===== config.mk =====
export PLATFORM = sky130hd
export DESIGN_NAME = acmd_seq
export DESIGN_NICKNAME = d
export VERILOG_FILES = /design/src/rtl/acmd_pkg.sv /design/src/rtl/acmd_decode.sv /design/src/rtl/acmd_store.sv /design/src/rtl/acmd_ctrl.sv /design/src/rtl/acmd_seq.sv
export SDC_FILE = /design/constraint.sdc
export NUM_CORES = 1
export LEC_CHECK = 0
export ABC_CLOCK_PERIOD_IN_PS = 8600
export BUFFER_PORTS_ARGS = -buffer_cell sky130_fd_sc_hd__buf_4
export CORE_MARGIN = 5
export CORE_UTILIZATION = 60
export CTS_BUF_LIST = sky130_fd_sc_hd__clkbuf_4 sky130_fd_sc_hd__clkbuf_8 sky130_fd_sc_hd__clkbuf_16
export CTS_CLUSTER_SIZE = 12
export DETAILED_ROUTE_END_ITERATION = 16
export PLACE_DENSITY = 0.8
export SYNTH_ARGS = -nofsm -noshare
export SYNTH_HDL_FRONTEND = slang
export SYNTH_HIERARCHICAL = 1
export SYNTH_SLANG_ARGS = --single-unit

===== constraint.sdc =====
create_clock -name clk -period 8.6 [get_ports clk]
set_input_delay 0.86 -clock clk [delete_from_list [all_inputs] [get_ports clk]]
set_output_delay 0.86 -clock clk [all_outputs]
set_load 0.005 [all_outputs]

===== src/rtl/acmd_pkg.sv =====
package acmd_pkg;

    localparam int ADDR_W = 6;
    localparam int WORD_W = 32;

    // result codes shared by the sticky error field and the hart response
    localparam logic [2:0] ERR_NONE  = 3'd0;
    localparam logic [2:0] ERR_BUSY  = 3'd1;
    localparam logic [2:0] ERR_UNSUP = 3'd2;
    localparam logic [2:0] ERR_EXC   = 3'd3;
    localparam logic [2:0] ERR_STATE = 3'd4;
    localparam logic [2:0] ERR_BUS   = 3'd5;
    localparam logic [2:0] ERR_OTHER = 3'd7;

    localparam logic [ADDR_W-1:0] OFS_STATUS = 6'h00;
    localparam logic [ADDR_W-1:0] OFS_CMD    = 6'h01;
    localparam logic [ADDR_W-1:0] OFS_AUTO   = 6'h02;
    localparam logic [1:0]        BANK_ARG   = 2'b01;
    localparam logic [1:0]        BANK_PROG  = 2'b10;
    localparam int                AUTO_PROG_LSB = 16;

    typedef struct packed {
        logic       hit_status;
        logic       hit_cmd;
        logic       hit_auto;
        logic       hit_data;
        logic       hit_prog;
        logic [3:0] idx;
    } dec_t;

    function automatic logic [WORD_W-1:0] status_word(
        input logic       busy,
        input logic [2:0] err,
        input logic [3:0] nd,
        input logic [4:0] np
    );
        return {11'b0, np, 4'b0, nd, 1'b0, err, 3'b0, busy};
    endfunction

    function automatic logic [WORD_W-1:0] auto_mask(input int nd, input int np);
        logic [WORD_W-1:0] m;
        m = '0;
        for (int i = 0; i < nd; i++) m[i] = 1'b1;
        for (int j = 0; j < np; j++) m[AUTO_PROG_LSB + j] = 1'b1;
        return m;
    endfunction

endpackage


===== src/rtl/acmd_decode.sv =====
module acmd_decode
    import acmd_pkg::*;
#(
    parameter int NDATA = 4,
    parameter int NPROG = 3
) (
    input  logic [ADDR_W-1:0] addr,
    output dec_t              dec
);
    localparam logic [4:0] ND5 = 5'(NDATA);
    localparam logic [4:0] NP5 = 5'(NPROG);

    always_comb begin
        dec            = '0;
        dec.idx        = addr[3:0];
        dec.hit_status = (addr == OFS_STATUS);
        dec.hit_cmd    = (addr == OFS_CMD);
        dec.hit_auto   = (addr == OFS_AUTO);
        dec.hit_data   = (addr[5:4] == BANK_ARG)  && ({1'b0, addr[3:0]} < ND5);
        dec.hit_prog   = (addr[5:4] == BANK_PROG) && ({1'b0, addr[3:0]} < NP5);
    end

endmodule


===== src/rtl/acmd_store.sv =====
module acmd_store
    import acmd_pkg::*;
#(
    parameter int NDATA = 4,
    parameter int NPROG = 3
) (
    input  logic              clk,
    input  logic              rst,
    input  logic              we,
    input  logic              sel_prog,
    input  logic [3:0]        idx,
    input  logic [WORD_W-1:0] wdata,
    output logic [WORD_W-1:0] rd_word
);
    logic [WORD_W-1:0] data_rd;
    logic [WORD_W-1:0] prog_rd;

    logic [WORD_W-1:0] dmem [NDATA];

    always_ff @(posedge clk) begin
        if (rst) begin
            for (int i = 0; i < NDATA; i++) dmem[i] <= '0;
        end else begin
            for (int i = 0; i < NDATA; i++)
                if (we && !sel_prog && idx == 4'(i)) dmem[i] <= wdata;
        end
    end

    always_comb begin
        data_rd = '0;
        for (int i = 0; i < NDATA; i++)
            if (idx == 4'(i)) data_rd = dmem[i];
    end

    generate
        if (NPROG > 0) begin : g_prog
            logic [WORD_W-1:0] pmem [NPROG];

            always_ff @(posedge clk) begin
                if (rst) begin
                    for (int j = 0; j < NPROG; j++) pmem[j] <= '0;
                end else begin
                    for (int j = 0; j < NPROG; j++)
                        if (we && sel_prog && idx == 4'(j)) pmem[j] <= wdata;
                end
            end

            always_comb begin
                prog_rd = '0;
                for (int j = 0; j < NPROG; j++)
                    if (idx == 4'(j)) prog_rd = pmem[j];
            end
        end else begin : g_noprog
            assign prog_rd = '0;
        end
    endgenerate

    assign rd_word = sel_prog ? prog_rd : data_rd;

endmodule


===== src/rtl/acmd_ctrl.sv =====
module acmd_ctrl
    import acmd_pkg::*;
#(
    parameter int NDATA  = 4,
    parameter int NPROG  = 3,
    parameter int NTYPES = 3
) (
    input  logic              clk,
    input  logic              rst,
    input  logic              req_valid,
    input  logic              req_write,
    input  dec_t              dec,
    input  logic [WORD_W-1:0] req_wdata,
    input  logic              done_in,
    input  logic [2:0]        done_err,
    output logic              busy,
    output logic [2:0]        err,
    output logic [WORD_W-1:0] cmd_word,
    output logic [WORD_W-1:0] auto_bits,
    output logic              go,
    output logic [WORD_W-1:0] go_cmd,
    output logic              store_we
);
    localparam logic [WORD_W-1:0] AUTO_MASK = auto_mask(NDATA, NPROG);
    localparam logic [7:0]        NT8       = 8'(NTYPES);

    logic              busy_q, go_q;
    logic [2:0]        err_q, err_n;
    logic [WORD_W-1:0] cmd_q, aut_q, go_cmd_q;

    logic wr_cmd, wr_stat, wr_auto, mem_acc, auto_sel;
    logic collide, idle_ok, launch, supported, hart_fail, start;
    logic [WORD_W-1:0] next_word;

    always_comb begin
        wr_cmd    = req_valid && req_write && dec.hit_cmd;
        wr_stat   = req_valid && req_write && dec.hit_status;
        wr_auto   = req_valid && req_write && dec.hit_auto;
        mem_acc   = req_valid && (dec.hit_data || dec.hit_prog);
        auto_sel  = dec.hit_data ? aut_q[{1'b0, dec.idx}]
                                 : aut_q[5'(AUTO_PROG_LSB) + {1'b0, dec.idx}];
        collide   = busy_q && (wr_cmd || wr_stat || wr_auto || mem_acc);
        idle_ok   = !busy_q && (err_q == ERR_NONE);
        launch    = idle_ok && (wr_cmd || (mem_acc && auto_sel));
        next_word = wr_cmd ? req_wdata : cmd_q;
        supported = next_word[31:24] < NT8;
        start     = launch && supported;
        hart_fail = busy_q && done_in && (done_err != ERR_NONE);
    end

    // error latch: only a status write clears bits; every set needs a zero field
    always_comb begin
        err_n = err_q;
        if (wr_stat && !busy_q)
            err_n = err_q & ~req_wdata[6:4];
        if (launch && !supported)
            err_n = ERR_UNSUP;
        else if (hart_fail && err_q == ERR_NONE)
            err_n = done_err;
        else if (collide && err_q == ERR_NONE)
            err_n = ERR_BUSY;
    end

    always_ff @(posedge clk) begin
        if (rst) begin
            busy_q   <= 1'b0;
            err_q    <= ERR_NONE;
            cmd_q    <= '0;
            aut_q    <= '0;
            go_q     <= 1'b0;
            go_cmd_q <= '0;
        end else begin
            if (start)
                busy_q <= 1'b1;
            else if (busy_q && done_in)
                busy_q <= 1'b0;
            err_q <= err_n;
            if (wr_cmd && idle_ok)
                cmd_q <= req_wdata;
            if (wr_auto && !busy_q)
                aut_q <= req_wdata & AUTO_MASK;
            go_q <= start;
            if (start)
                go_cmd_q <= next_word;
        end
    end

    assign busy      = busy_q;
    assign err       = err_q;
    assign cmd_word  = cmd_q;
    assign auto_bits = aut_q;
    assign go        = go_q;
    assign go_cmd    = go_cmd_q;
    assign store_we  = req_valid && req_write && (dec.hit_data || dec.hit_prog) && !busy_q;

    a_r2_go_while_busy: assert property (@(posedge clk) disable iff (rst)
        go_q |-> busy_q);
    a_r2_go_single: assert property (@(posedge clk) disable iff (rst)
        go_q |=> !go_q);
    a_r3_collision_sets: assert property (@(posedge clk) disable iff (rst)
        (collide && err_q == ERR_NONE && !hart_fail) |=> (err_q == ERR_BUSY));
    a_r5_no_go_on_error: assert property (@(posedge clk) disable iff (rst)
        (err_q != ERR_NONE) |=> !go_q);
    a_r6_sticky_error: assert property (@(posedge clk) disable iff (rst)
        (err_q != ERR_NONE && !(wr_stat && !busy_q)) |=> $stable(err_q));
    a_r7_unsupported: assert property (@(posedge clk) disable iff (rst)
        (launch && !supported) |=> (!busy_q && !go_q && err_q == ERR_UNSUP));
    a_r8_done_clears: assert property (@(posedge clk) disable iff (rst)
        (busy_q && done_in) |=> !busy_q);
    a_r10_auto_mask: assert property (@(posedge clk) disable iff (rst)
        (aut_q & ~AUTO_MASK) == '0);

endmodule


===== src/rtl/acmd_seq.sv =====
module acmd_seq
    import acmd_pkg::*;
#(
    parameter int NDATA  = 4,
    parameter int NPROG  = 3,
    parameter int NTYPES = 3
) (
    input  logic        clk,
    input  logic        rst,
    input  logic        req_valid,
    input  logic        req_write,
    input  logic [5:0]  req_addr,
    input  logic [31:0] req_wdata,
    output logic [31:0] req_rdata,
    output logic        go_pulse,
    output logic [31:0] go_word,
    input  logic        done_pulse,
    input  logic [2:0]  done_code
);
    localparam logic [3:0] ND4 = 4'(NDATA);
    localparam logic [4:0] NP5 = 5'(NPROG);

    dec_t              dec;
    logic              busy, st_we;
    logic [2:0]        err;
    logic [WORD_W-1:0] cmd_word, auto_bits, st_rd;

    acmd_decode #(.NDATA(NDATA), .NPROG(NPROG)) u_dec (
        .addr (req_addr),
        .dec  (dec)
    );

    acmd_ctrl #(.NDATA(NDATA), .NPROG(NPROG), .NTYPES(NTYPES)) u_ctrl (
        .clk       (clk),
        .rst       (rst),
        .req_valid (req_valid),
        .req_write (req_write),
        .dec       (dec),
        .req_wdata (req_wdata),
        .done_in   (done_pulse),
        .done_err  (done_code),
        .busy      (busy),
        .err       (err),
        .cmd_word  (cmd_word),
        .auto_bits (auto_bits),
        .go        (go_pulse),
        .go_cmd    (go_word),
        .store_we  (st_we)
    );

    acmd_store #(.NDATA(NDATA), .NPROG(NPROG)) u_store (
        .clk      (clk),
        .rst      (rst),
        .we       (st_we),
        .sel_prog (dec.hit_prog),
        .idx      (dec.idx),
        .wdata    (req_wdata),
        .rd_word  (st_rd)
    );

    always_comb begin
        req_rdata = '0;
        if (dec.hit_status)
            req_rdata = status_word(busy, err, ND4, NP5);
        else if (dec.hit_cmd)
            req_rdata = cmd_word;
        else if (dec.hit_auto)
            req_rdata = auto_bits;
        else if (dec.hit_data || dec.hit_prog)
            req_rdata = st_rd;
    end

    a_r4_no_store_when_busy: assert property (@(posedge clk) disable iff (rst)
        busy |-> !st_we);

endmodule


==> results by group <==
Status
  • Status: completed

Route
  • WL met1: 15400 µm
  • Post-route ant nets: 0
  • Drt wl/cell: 24.9 µm
  • Vias post-DR: 10.0k
  • WL final: 39100 µm
  • Initial DRT Pass Iterations: 6
  • Routed wl met3: 4580 µm
  • Vias per cell: 6.37
  • Starting DRT DRC Count: 1101
  • Met2 Routed Length: 17900 µm
  • # DRC: 0
  • Highest metal used: met4

Cells and area
  • Cell area after layout: 16300 µm²
  • Fill cells: 1697
  • Fin util: 0.690
  • Diode count: 0
  • Area grow syn2layout: 12.5%
  • Final Net Count: 1276
  • Non-filler cells, final: 1573
  • Layout cells sized above 1: 0.222

Power
  • Leakage: 6.45 nW
  • Sequential Power Share: 0.516
  • Peak VDD IR: 0.155 mV
  • Power Total: 0.00314 W
  • Net Sw Frac: 0.216
  • Net Switching: 0.000680 W
  • Clock group share of total power: 0.414
  • P per Cell Area: 193 nW/µm²
  • Int Power: 0.00246 W
  • Logic pwr share: 0.070

GRT
  • Largest net degree at the start of global routing: 70
  • Initial antenna violation count: 0
  • GRT Util Overall: 0.285
  • Vias in the first global route: 10.1k
  • Global-route wire length before repair: 58700 µm
  • Total congestion overflow: 0

Job
  • Max-cap check violation count: 0

Placed design
  • Placed cell areas: 15300 µm²
  • Port-buffer cells: 110
  • Dpl cells: 1517
  • DP Wirelength: 23400 µm
  • RD Place Congestion: 0.880

Clocking
  • Hold buffers post-CTS: 0
  • Clk slew on worst S/H paths: 0.06 ns
  • CTS Buf Count: 30
  • Post-CTS sizing: 0
  • H-tree level count: 1
  • Clock buffer depth: 3
  • Clock Tree Root: clkbuf_16
  • Worst-skew pair later-pin latency: 0.55 ns
  • CTS tree: done
  • Clock sink total: 300
  • Post-CTS setup buffers: 0

Yosys
  • Syn_area_per_cell: 12.4 µm²
  • Most instantiated library cell after synthesis: edfxtp_1
  • Top cells by area, synth: edfxtp_1 (46%), dfxtp_1 (11%), mux2i_1 (8.6%)
  • Seq/Total Area, Yosys: 0.570
  • EDFF count, synth: 224
  • Area leader, netlist: edfxtp_1
  • Synth Flop Type: edfxtp_1
  • Synth cell count leaders: edfxtp_1 (224), mux2i_1 (125), and2_1 (96)
  • Mapped Area: 14500 µm²
  • Gate Count Post-Synth: 1165
  • Synth Warn #: 6
  • Synth Register Bits: 300
  • Ys async rst share: 0
  • Share of the synthesized area in the top cell type: 0.464
  • Count of cell types in the netlist: 68

Floorplan
  • Chip height: 165 µm
  • Full die area: 27300 µm²
  • Core ar.: 23600 µm²
  • Die width: 165 µm
  • Initial core utilization: 0.613
  • Ports: 111
  • FP Rows: 56

Critical path
  • Required time worst endpoint: 7.74 ns
  • Worst Setup Path Type: input pin to output pin
  • Worst-path maximum fanout: 20
  • Worst Setup Start Kind: input pin
  • Critical path capture point type: output pin
  • Critical path arrival: 4.24 ns

STA
  • Final setup viols: 0
  • Final Cycle Share: 0.594
  • Min cycle time layout: 5.10 ns
  • Highest clock rate: 0.196 GHz
  • Fin. Hold Viols: 0
  • Setup_tns: 0 ns
  • Max Slew Vio Count: 0
  • Rel. slew slack: 0.173
  • RSZ-0062 raised after global routing: false
  • Worst-margin pin slew: 1.24 ns
  • Setup Skew: 0.00984 ns

Worst hold path
  • Hold/Removal Path Class: flop to flop
power by group through the flow:
stage	sequential (W)	clock [W]	combinational, W
final	0.00162	0.00130	0.000219
after global routing	0.00163	0.00137	0.000231
after CTS	0.00162	0.00131	0.000215
after detailed placement	0.00165	0	0.000214
after global placement	0.00165	0	0.000211
after floorplan	0.00165	0	0.000137
cell type report:
cell class | count | area, µm² | area share
repair buffers | 131 | 987 | 0.0606
flip-flops and latches | 300 | 8250 | 0.506
inverters | 31 | 116 | 0.00714
multi-input cells | 736 | 5550 | 0.340
well taps | 319 | 399 | 0.0245
clock inverters | 1 | 5.00 | 0.000307
clock buffers | 55 | 998 | 0.0613
registers in the layout, indices dropped and copies added (netlist names):
| register | cells |
|---|---|
| u_ctrl/busy | 1 |
| u_ctrl/go | 1 |
| u_ctrl/err | 3 |
| u_store/dmem | 128 |
| u_ctrl/cmd_word | 32 |
| u_store/g_prog.pmem | 96 |
| u_ctrl/auto_bits | 7 |
| u_ctrl/go_cmd | 32 |
layer usage:
| layer | vias up | GRT usage |
|---|---|---|
| met5 | - | 0 |
| met4 | 0 | 0.0915 |
| met3 | 94 | 0.0650 |
| met2 | 612 | 0.451 |
| met1 | 4895 | 0.395 |
| li1 | 4426 | - |
cell usage in the layout (no fill, tap or decap), types with 3 or more instances in the layout:
master	synthesis	final
nor2b_1	27	26
nor3b_1	8	7
and2_1	96	96
a2bb2oi_1	31	31
a31o_2	3	3
clkbuf_4	0	19
a221oi_1	9	9
a21oi_1	34	34
nor3_2	23	24
buf_4	33	130
nor3_1	9	8
nor2_1	23	22
o22a_1	30	30
and3_1	66	66
mux2i_1	125	125
edfxtp_1	224	224
dfxtp_1	76	76
nand2b_1	3	3
clkbuf_16	0	32
nand2_1	90	90
o21ai_0	31	31
inv_1	31	31
clkbuf_8	0	4
o22ai_1	4	4
a221oi_2	42	42
a31oi_1	8	8
conb_1	1	25
critical path: stages:
cell and delay, ns:
buf_4 0.16, or4b_1 0.51, a21oi_1 0.63, or4_1 0.62, buf_4 0.41, o22a_1 0.19
o21ai_0 0.17, a221oi_2 0.41, nor3_2 0.10, buf_4 0.17
stage by stage:
stage	setup slack, ns	hold WS [ns]
after CTS	3.57	0.466
final	3.50	0.465
after detailed placement	3.58	0.458
after floorplan	4.85	0.444
after global routing	3.39	0.491
after global placement	3.61	0.450
final timing paths:
path	from	end	slack, ns	cells after the start
setup / recovery	req_addr[2]	req_rdata[2]	3.50	10
hold reg to reg	u_ctrl/go_cmd[8]	u_ctrl/go_cmd[8]	0.46	2
hold / removal	u_ctrl/go_cmd[8]	u_ctrl/go_cmd[8]	0.46	2
setup reg to reg	u_ctrl/busy	u_store/dmem[3][8]	5.49	5
kinds of logic after synthesis:
logic type | synth area share
buffers and inverters | 0.0570
other | 0.000259
DFF | 0.570
AOI/OAI and AO/OA | 0.131
and+or+nand+nor | 0.152
muxes | 0.0903
Note: power is estimated with default switching activity, not from simulation.
